--- src/rtl/pwmt_pkg.sv ---
package pwmt_pkg;
   localparam int NCH       = 5;
   localparam int NPWM      = 4;
   localparam int A_CFG0    = 0;
   localparam int A_CFG1    = 1;
   localparam int A_CTRL    = 2;
   localparam int A_CH_BASE = 3;
   localparam int A_STRIDE  = 3;
   localparam int CTRL_W    = 23;

   // base bit of a channel's control group
   function automatic int ctl_base(input int c);
      return (c == 0) ? 0 : (c == NPWM) ? 20 : 4 + 4 * c;
   endfunction

   function automatic int reload_pos(input int c);
      return (c == NPWM) ? 22 : ctl_base(c) + 3;
   endfunction

   // prescaler group of a channel
   function automatic int grp_of(input int c);
      return (c < 2) ? 0 : 1;
   endfunction
endpackage

--- src/rtl/pwmt_tick_gen.sv ---
module pwmt_tick_gen #(
   parameter int PRE_W = 8,
   parameter int DIV_W = 4,
   localparam int DCNT_W = (1 << DIV_W) - 1
) (
   input  logic              clk,
   input  logic              rst_n,
   input  logic [PRE_W-1:0]  pre_val,
   output logic              pre_tick,
   output logic [DCNT_W-1:0] div_cnt
);
   logic [PRE_W-1:0] pc_q;

   assign pre_tick = (pc_q >= pre_val);

   always_ff @(posedge clk or negedge rst_n) begin
      if (!rst_n) begin
         pc_q    <= '0;
         div_cnt <= '0;
      end else if (pre_tick) begin
         pc_q    <= '0;
         div_cnt <= div_cnt + 1'b1;
      end else begin
         pc_q    <= pc_q + 1'b1;
      end
   end
endmodule

--- src/rtl/pwmt_chan.sv ---
module pwmt_chan #(
   parameter int CNT_W   = 16,
   parameter int DIV_W   = 4,
   parameter bit HAS_OUT = 1'b1,
   localparam int DCNT_W = (1 << DIV_W) - 1
) (
   input  logic              clk,
   input  logic              rst_n,
   input  logic              pre_tick,
   input  logic [DCNT_W-1:0] div_cnt,
   input  logic [DIV_W-1:0]  div_sel,
   input  logic              run,
   input  logic              upd,
   input  logic              inv,
   input  logic              rel,
   input  logic [CNT_W-1:0]  cnt_buf,
   input  logic [CNT_W-1:0]  cmp_buf,
   output logic              ch_tick,
   output logic [CNT_W-1:0]  cnt,
   output logic              expire,
   output logic              pwm
);
   logic [DCNT_W-1:0] mask;
   logic              step;
   logic              at_zero;
   logic              load_now;

   assign mask     = ~({DCNT_W{1'b1}} << div_sel);
   assign ch_tick  = pre_tick && ((div_cnt & mask) == mask);
   assign step     = run && ch_tick;
   assign at_zero  = (cnt == '0);
   assign load_now = upd || (step && at_zero && rel);

   always_ff @(posedge clk or negedge rst_n) begin
      if (!rst_n) begin
         cnt    <= '0;
         expire <= 1'b0;
      end else begin
         expire <= !upd && step && (cnt == CNT_W'(1));
         if (load_now)
            cnt <= cnt_buf;
         else if (step && !at_zero)
            cnt <= cnt - 1'b1;
      end
   end

   generate
      if (HAS_OUT) begin : g_out
         logic [CNT_W-1:0] cmp_q;
         always_ff @(posedge clk or negedge rst_n) begin
            if (!rst_n)        cmp_q <= '0;
            else if (load_now) cmp_q <= cmp_buf;
         end
         assign pwm = (run && (cnt <= cmp_q)) ^ inv;
      end else begin : g_no_out
         logic unused_cmp;
         assign unused_cmp = ^{cmp_buf, inv};
         assign pwm = 1'b0;
      end
   endgenerate
endmodule

--- src/rtl/pwm_timer.sv ---
module pwm_timer #(
   parameter int CNT_W  = 16,
   parameter int PRE_W  = 8,
   parameter int DIV_W  = 4,
   parameter int ADDR_W = 5,
   parameter int DATA_W = 32
) (
   input  logic              clk,
   input  logic              rst_n,
   input  logic              bus_wr,
   input  logic [ADDR_W-1:0] bus_addr,
   input  logic [DATA_W-1:0] bus_wdata,
   output logic [DATA_W-1:0] bus_rdata,
   output logic [3:0]        pwm_o,
   output logic [4:0]        expire_o
);
   import pwmt_pkg::*;

   localparam int DCNT_W  = (1 << DIV_W) - 1;
   localparam int LAST_A  = A_CH_BASE + A_STRIDE * (NCH - 1) + 2;

   generate
      if (CNT_W < 2 || CNT_W > DATA_W) begin : g_bad_cnt
         $error("CNT_W out of range");
      end
      if (DATA_W < CTRL_W || DATA_W < 2 * PRE_W || DATA_W < NCH * DIV_W) begin : g_bad_data
         $error("DATA_W too narrow for the register fields");
      end
      if ((1 << ADDR_W) <= LAST_A) begin : g_bad_addr
         $error("ADDR_W too narrow for the register map");
      end
      if (DIV_W < 1 || DIV_W > 4) begin : g_bad_div
         $error("DIV_W must be 1 to 4");
      end
   endgenerate

   logic [2*PRE_W-1:0]            cfg0_q;
   logic [NCH*DIV_W-1:0]          cfg1_q;
   logic [CTRL_W-1:0]             ctrl_q;
   logic [NCH-1:0][CNT_W-1:0]     cnt_buf;
   logic [NPWM-1:0][CNT_W-1:0]    cmp_buf;
   logic [NCH-1:0][CNT_W-1:0]     cnt_live;
   logic [NCH-1:0]                run, upd, inv, rel, ch_tick, pwm_raw;
   logic [1:0]                    pre_tick;
   logic [1:0][DCNT_W-1:0]        div_cnt;
   logic                          unused_bits;

   assign unused_bits = ^{bus_wdata[DATA_W-1:CTRL_W], pwm_raw[NCH-1]};

   // register writes
   always_ff @(posedge clk or negedge rst_n) begin
      if (!rst_n) begin
         cfg0_q  <= '0;
         cfg1_q  <= '0;
         ctrl_q  <= '0;
         cnt_buf <= '0;
         cmp_buf <= '0;
      end else if (bus_wr) begin
         if (bus_addr == ADDR_W'(A_CFG0)) cfg0_q <= bus_wdata[2*PRE_W-1:0];
         if (bus_addr == ADDR_W'(A_CFG1)) cfg1_q <= bus_wdata[NCH*DIV_W-1:0];
         if (bus_addr == ADDR_W'(A_CTRL)) ctrl_q <= bus_wdata[CTRL_W-1:0];
         for (int c = 0; c < NCH; c++)
            if (bus_addr == ADDR_W'(A_CH_BASE + A_STRIDE * c))
               cnt_buf[c] <= bus_wdata[CNT_W-1:0];
         for (int c = 0; c < NPWM; c++)
            if (bus_addr == ADDR_W'(A_CH_BASE + A_STRIDE * c + 1))
               cmp_buf[c] <= bus_wdata[CNT_W-1:0];
      end
   end

   // register reads
   always_comb begin
      bus_rdata = '0;
      if (bus_addr == ADDR_W'(A_CFG0)) bus_rdata[2*PRE_W-1:0]   = cfg0_q;
      if (bus_addr == ADDR_W'(A_CFG1)) bus_rdata[NCH*DIV_W-1:0] = cfg1_q;
      if (bus_addr == ADDR_W'(A_CTRL)) bus_rdata[CTRL_W-1:0]    = ctrl_q;
      for (int c = 0; c < NCH; c++) begin
         if (bus_addr == ADDR_W'(A_CH_BASE + A_STRIDE * c))
            bus_rdata[CNT_W-1:0] = cnt_buf[c];
         if (bus_addr == ADDR_W'(A_CH_BASE + A_STRIDE * c + 2))
            bus_rdata[CNT_W-1:0] = cnt_live[c];
      end
      for (int c = 0; c < NPWM; c++)
         if (bus_addr == ADDR_W'(A_CH_BASE + A_STRIDE * c + 1))
            bus_rdata[CNT_W-1:0] = cmp_buf[c];
   end

   genvar g, c;
   generate
      for (g = 0; g < 2; g++) begin : g_grp
         pwmt_tick_gen #(.PRE_W(PRE_W), .DIV_W(DIV_W)) u_tick (
            .clk      (clk),
            .rst_n    (rst_n),
            .pre_val  (cfg0_q[g*PRE_W +: PRE_W]),
            .pre_tick (pre_tick[g]),
            .div_cnt  (div_cnt[g])
         );
      end

      for (c = 0; c < NCH; c++) begin : g_ch
         localparam int GRP = grp_of(c);
         localparam int CI  = (c < NPWM) ? c : 0;
         assign run[c] = ctrl_q[ctl_base(c)];
         assign upd[c] = ctrl_q[ctl_base(c) + 1];
         assign rel[c] = ctrl_q[reload_pos(c)];
         if (c < NPWM) begin : g_inv
            assign inv[c] = ctrl_q[ctl_base(c) + 2];
         end else begin : g_noinv
            assign inv[c] = 1'b0;
         end

         pwmt_chan #(.CNT_W(CNT_W), .DIV_W(DIV_W), .HAS_OUT(c < NPWM)) u_chan (
            .clk      (clk),
            .rst_n    (rst_n),
            .pre_tick (pre_tick[GRP]),
            .div_cnt  (div_cnt[GRP]),
            .div_sel  (cfg1_q[c*DIV_W +: DIV_W]),
            .run      (run[c]),
            .upd      (upd[c]),
            .inv      (inv[c]),
            .rel      (rel[c]),
            .cnt_buf  (cnt_buf[c]),
            .cmp_buf  (cmp_buf[CI]),
            .ch_tick  (ch_tick[c]),
            .cnt      (cnt_live[c]),
            .expire   (expire_o[c]),
            .pwm      (pwm_raw[c])
         );
      end
   endgenerate

   assign pwm_o = pwm_raw[NPWM-1:0];
endmodule

--- config.mk ---
export PLATFORM = sky130hd
export DESIGN_NAME = pwm_timer
export DESIGN_NICKNAME = d
export VERILOG_FILES = /design/src/rtl/pwmt_pkg.sv /design/src/rtl/pwmt_tick_gen.sv /design/src/rtl/pwmt_chan.sv /design/src/rtl/pwm_timer.sv
export SDC_FILE = /design/constraint.sdc
export NUM_CORES = 1
export LEC_CHECK = 0
export ABC_AREA = 1
export CAP_MARGIN = 20
export CORE_MARGIN = 5
export CORE_UTILIZATION = 45
export DETAILED_ROUTE_END_ITERATION = 12
export SETUP_SLACK_MARGIN = 0.2
export SLEW_MARGIN = 20
export SYNTH_ARGS = -nofsm -noshare
export SYNTH_HDL_FRONTEND = slang
export SYNTH_SLANG_ARGS = --single-unit
--- constraint.sdc ---
create_clock -name clk -period 3 [get_ports clk]
set_input_delay 0.3 -clock clk [delete_from_list [all_inputs] [get_ports clk]]
set_output_delay 0.3 -clock clk [all_outputs]
set_load 0.05 [all_outputs]
==> results_dict.tcl, run 1 <==
set metrics [dict create \
    multi_input_area_um2 11500 \
    synthMuxAreaShare 0 \
    status "finished clean" \
    dpl_cell_area_um2 24900 \
    synth_simple_gate_area_frac 0.293 \
    period_share 0.968 \
    utilization 0.549 \
    synthXorXnorAreaFrac 0.0319 \
    nets 3243 \
    finalPower_uw 25500 \
    syn2layout_area_growth_pct 20.8 \
    regArea_um2 10000 \
    placementRows 82 \
    cts_max_level 2 \
    synthAdderAreaFrac 0.0516 \
    max-cap-violations 0 \
    ys.flop_type "dfrtp_1" \
    relSlewSlack 0.321 \
    synth.avg_cell_area_um2 7.68 \
    vias 21201 \
    drt_wl_total_um 82800 \
    via_per_inst 5.55 \
    synth_cell_types 55 \
    final_area_um2 27500 \
    fin_cells 3819 \
    ant_nets 0 \
    reg2reg_slack_ns 0.35 \
    fp.dieH_um 235 \
    async_flop_share 1.00 \
    setup_violations 0 \
    drtIter0Drc 2136 \
    worstPathMaxFanout 2 \
    drt-wirelength-per-cell_um 21.7 \
    die_area_um2 55300 \
    place_congestion 0.976 \
    tightest_slew_ns 1.02 \
    crit_arrival_ns 2.61 \
    hp-class "input port to flop" \
    cts_buffer_depth 3 \
    dpl.hpwl_um 60000 \
    cts_buffers 47 \
    cts_tree "built" \
    start_kind "flop" \
    num_io_pins 81 \
    start_util 0.454 \
    first_pass_iters 6 \
    power_per_cell_area_nw_per_um2 926 \
    drive_gt1_frac 0.179 \
    grt_pass1_vias 20196 \
    worstSkewPairLatency_ns 0.60 \
    yosys.area.top_type_share 0.437 \
    netlist_area_um2 22800 \
    die_w_um 235 \
    track_usage 0.291 \
    report.final.hold_viol_count 0 \
    ys_seq_area_frac 0.437 \
    max_freq_ghz 0.344 \
    grt_max_degree 92 \
    dp_cells 3678 \
    critPathKind "flop to output port" \
    synth.area.top_cells "dfrtp_1 (44%), nand2_1 (14%), ha_1 (5.2%)" \
    skew_ns 0.0214 \
    rsz0062_at_grt "yes" \
    synth_top_family_by_area "simple AND/OR/NAND/NOR gates" \
    leakage_uw 0.0130 \
    yosys_warnings 0 \
    synthCells 2968 \
    clkSlewWorstSetupHoldPaths_ns 0.06 \
    slew_viol_final 0 \
    portBuffers 62 \
    synth.largest_area_cell "dfrtp_1" \
    synth_compound_area_frac 0.103 \
    drc_errors 0 \
    synth_edf_count 0 \
    grt_pass1_wl_um 125000 \
    vdd_drop_max_mv 0.825 \
    numClockSinks 398 \
    antenna_found_initial 7 \
    coreArea_um2 50200 \
    num-fill-cells 4730 \
    critPathRequiredTime_ns 2.70 \
    endpoint_kind "output port" \
    ys_seq_elements 398 \
    root_buffer "clkbuf_16" \
    period_minus_slack_ns 2.91 \
    grt_overflow 0 \
]
-- cell type report --
type	instances	area share
diodes	1	0.0000909
clock buffers	69	0.0508
clock inverters	17	0.00836
inverters	301	0.0418
multi-input cells	2128	0.418
flip-flops and latches	398	0.364
well taps	672	0.0305
repair buffers	233	0.0859
-- worst paths after layout --
kind | depth (start not counted) | startpoint | to
setup / recovery | 13 | g_ch[3].u_chan.cnt[1] | pwm_o[3]
hold / removal | 3 | bus_wdata[20] | ctrl_q[20]
setup reg to reg | 13 | cfg0_q[7] | g_ch[0].u_chan.cnt[14]
hold reg to reg | 2 | g_ch[1].u_chan.g_out.cmp_q[0] | g_ch[1].u_chan.g_out.cmp_q[0]
max in group asynchronous | 4 | rst_n | g_ch[1].u_chan.cnt[9]
min in group asynchronous | 2 | rst_n | g_grp[0].u_tick.div_cnt[11]
-- synthesized netlist by cell type, types with 2 or more instances --
library cell and count:
nand4_2 2, buf_1 7, nand3_1 235, o22ai_1 3, o21ai_1 79, o21a_1 10, nand3b_1 9, nor4_1 8
nor3_2 6, buf_2 24, or2_0 2, nand2_1 841, a21oi_1 94, nor2_1 181, and3_1 2, o211ai_1 5
buf_6 6, a22oi_1 2, nand2_2 16, buf_4 27, nand4_1 96, xor2_1 61, o221ai_1 5, inv_2 14
o21ai_0 220, or2_2 23, buf_12 2, ha_1 94, a31oi_1 5, inv_1 286, nor2_4 4, o21ai_2 6
nor2_2 17, a211oi_1 2, a221oi_1 2, dfrtp_1 398, clkbuf_1 82, o31ai_1 5, nand3_2 18, xnor2_1 22
nor3_1 33
-- registers in the layout, summed over array words and instances, names as in the netlist --
| signal | flops |
|---|---|
| cfg0_q | 16 |
| cfg1_q | 20 |
| cmp_buf | 64 |
| cnt_buf | 80 |
| ctrl_q | 23 |
| g_ch.u_chan.cnt | 80 |
| g_ch.u_chan.expire | 5 |
| g_ch.u_chan.g_out.cmp_q | 64 |
| g_grp.u_tick.div_cnt | 30 |
| g_grp.u_tick.pc_q | 16 |
-- power by group --
part / leakage (uW) / switching, uW / internal, uW
registers: 0.00512 / 1710 / 6890
clock network: 0.000802 / 2430 / 3660
logic: 0.00705 / 6660 / 4150
-- what timing repair did --
action	in CTS	in global routing
resized for setup	116	98
pin swaps	23	48
cloned	0	1
hold buffers	1	0
setup buffers	29	23
hold endpoints to repair	78	0
setup endpoints to repair	20	67
-- layout by cell type (no fill, tap or decap), drive strengths merged, types with 3 or more instances in the layout --
cell type,instances
nor2,202
a31oi,5
buf,197
nand2,857
dfrtp,398
a21oi,94
ha,94
clkbuf,72
clkdlybuf4s50,29
o21a,10
nor4,9
nand3,253
o31ai,5
xnor2,22
xor2,61
o21ai,305
conb,9
o211ai,5
nand3b,9
clkinv,9
or2,26
o22ai,3
nor3,40
bufinv,5
o221ai,5
nand4,99
inv,302
-- worst max-delay path, cell delays in order (launching register included) --
cell      delay (ns)
dfrtp_2         0.46
ha_4            0.29
inv_2           0.03
nor2_2          0.06
nor2_1          0.04
o21a_1          0.17
o221ai_2        0.13
nand2_1         0.08
o211ai_1        0.11
nand2_2         0.20
nand2_2         0.11
nand2_2         0.07
nand2_4         0.10
buf_12          0.14
-- cells by family after synthesis --
| group | Yosys count |
|---|---|
| AO/OA/AOI/OAI | 442 |
| XOR/XNOR | 83 |
| adder cells (fa/ha/maj) | 94 |
| buffers and inverters | 450 |
| flip-flops | 398 |
| other | 1 |
| AND/OR/NAND/NOR | 1500 |
-- layer usage --
metal | part of all wire | track usage | vias to the layer above | routed length, um
met3 | 0.076 | 0.0474 | 146 | 6280
li1 | - | - | 9961 | -
met4 | 0.037 | 0.0972 | 0 | 3080
met5 | 0 | 0 | - | 0
met2 | 0.43 | 0.432 | 849 | 35500
met1 | 0.46 | 0.434 | 10245 | 38000
-- per-stage QoR --
step                TNS, ns  worst slack (ns)  hold slack, ns
floorplan                 0             0.497         0.00441
global placement     -0.443            -0.219           0.400
detailed placement   -0.775            -0.177           0.407
CTS                       0            0.0317           0.277
global route              0            0.0213           0.334
finish                    0            0.0949           0.302
No activity file was read; power rests on OpenSTA's default activity.
==> inputs of run 2 (changes only) <==
Settings changed: CTS_BUF_LIST set to sky130_fd_sc_hd__clkbuf_16.
==> run 2 against run 1 <==
Net effect: wire length decreased by 0.23%; final area fell by 0.48%; critical path depth is the same; highest routed layer is now met5; largest power group unchanged; critical endpoint unchanged; clock skew grew 0.0018 ns.
==> results_dict.tcl, run 2 (synthesized netlist as in run 1, its figures left out) <==
set metrics [dict create \
    crit_path_cell_trace "ha_4, inv_2, nor2_2, nor2_1, o21a_1, o221ai_2, nand2_1, o211ai_1, nand2_2, nand2_2, nand2_2, nand2_4, buf_12" \
    rsz0062_at_grt "yes" \
    worstPathMaxFanout 2 \
    skew_ns 0.0231 \
    die_area_um2 55300 \
    power_per_cell_area_nw_per_um2 917 \
    num_io_pins 81 \
    setup_violations 0 \
    status "finished clean" \
    start_kind "flop" \
    fin_setup_tns_ns 0 \
    numClockSinks 398 \
    syn2layout_area_growth_pct 20.2 \
    cts_tree "built" \
    report.final.hold_viol_count 0 \
    relSlewSlack 0.325 \
    critPathRequiredTime_ns 2.70 \
    cts_buffers 47 \
    crit_arrival_ns 2.69 \
    drtIter0Drc 2261 \
    num-fill-cells 4743 \
    drt_wl_total_um 82600 \
    r2r-end "g_ch[0].u_chan.g_out.cmp_q[10]" \
    grt_overflow 0 \
    multi_input_area_um2 11500 \
    regArea_um2 10000 \
    vdd_drop_max_mv 0.818 \
    start_util 0.454 \
    dpl.hpwl_um 60000 \
    max_freq_ghz 0.335 \
    place_congestion 0.976 \
    worstHoldStart "bus_wdata[20]" \
    grt_pass1_wl_um 125000 \
    period_minus_slack_ns 2.99 \
    antenna_found_initial 7 \
    fp.dieH_um 235 \
    portBuffers 62 \
    ant_nets 0 \
    whs_path_depth 3 \
    period_share 0.996 \
    drc_errors 0 \
    root_buffer "clkbuf_16" \
    cts_buffer_depth 3 \
    grt_max_degree 92 \
    r2r_cells 10 \
    nets 3242 \
    final_common_cell "nand2_1" \
    reg2reg_slack_ns 0.30 \
    die_w_um 235 \
    drt-wirelength-per-cell_um 21.6 \
    grt_pass1_vias 20120 \
    tightest_slew_ns 1.01 \
    worstSkewPairLatency_ns 0.60 \
    coreArea_um2 50200 \
    slew_viol_final 0 \
    leakage_uw 0.0129 \
    drive_gt1_frac 0.175 \
    r2r-start "g_ch[0].u_chan.cnt[10]" \
    hold_path_end "ctrl_q[20]" \
    cp_slowest_cell "dfrtp_2" \
    cts_max_level 2 \
    hp-class "input port to flop" \
    critPathKind "flop to output port" \
    critPathMaxStageDelay_ns 0.46 \
    track_usage 0.291 \
    placementRows 82 \
    via_per_inst 5.57 \
    reg_top3 "cnt_buf: 80 flops, g_ch.u_chan.cnt: 80 flops" \
    vias 21265 \
    first_pass_iters 5 \
    max-cap-violations 0 \
    utilization 0.546 \
    endpoint_kind "output port" \
    clkSlewWorstSetupHoldPaths_ns 0.06 \
    critPathMostFrequentCell "nand2_2" \
    layout_common_cells "nand2_1 (815), dfrtp_1 (339), inv_1 (273), o21ai_0 (217), nand3_1 (215)" \
]
run 2: cell count changes in the layout (fill, tap and decap cells not counted), sizes merged:
cell,delta
clkbuf,-20
clkinv,+12
inv,+9
buf,-1
clkdlybuf4s15,-1
run 2: worst max-delay path by stage:
stage,depth (start not counted),from,slack [ns],to
finish,13,g_ch[3].u_chan.cnt[1],0.01,pwm_o[3]
global route,13,g_ch[3].u_chan.cnt[1],-0.02,pwm_o[3]
detailed placement,15,bus_addr[3],-0.18,bus_rdata[12]
CTS,13,g_ch[3].u_chan.cnt[1],0.01,pwm_o[3]
global placement,15,bus_addr[3],-0.22,bus_rdata[12]
floorplan,5,bus_addr[0],0.50,bus_rdata[19]
run 2: timing repair:
item                                   4_1_cts  5_1_grt
cloned                                       0        1
pin swaps                                   19       37
buffers inserted                            29       22
setup endpoints to repair                   20       60
gates resized for setup                    108      103
hold buffers                                 1        0
endpoints found under the hold margin       78        0
run 2: area by class of cell:
cell class              count  area share
multi-input cells        2128       0.420
diodes                      1   0.0000913
well taps                 672      0.0307
flip-flops and latches    398       0.366
clock buffers              48      0.0438
inverters                 301      0.0420
repair buffers            232      0.0859
clock inverters            38      0.0113
run 2: power breakdown:
part	switching (uW)	total, uW	internal, uW
sequential	1720	8620	6890
combinational	6650	10800	4140
clock	2400	5720	3320
run 2: per-stage QoR:
step                total power (uW)  cells  hold WS [ns]  cell area (um2)  worst slack [ns]
floorplan                      14600   2976       0.00441            22800             0.497
finish                         25100   3818         0.305            27400            0.0121
global route                   26800   3817         0.336            27400           -0.0224
global placement               17700   3678         0.400            24900            -0.219
detailed placement             18000   3678         0.407            24900            -0.177
CTS                            24500   3794         0.280            26900            0.0141
run 2: critical path: cells and delay by family (launching register included):
family / cells / cell delay, ns
and+or+nand+nor: 7 / 0.72
DFF: 1 / 0.46
AOI/OAI and AO/OA: 3 / 0.45
adders and majority gates: 1 / 0.29
buffers and inverters: 2 / 0.17
run 2: metal layers:
metal | GRT usage | share of wire
met5 | 0 | 0.00016
met4 | 0.0959 | 0.036
met3 | 0.0491 | 0.075
met2 | 0.431 | 0.43
met1 | 0.434 | 0.46
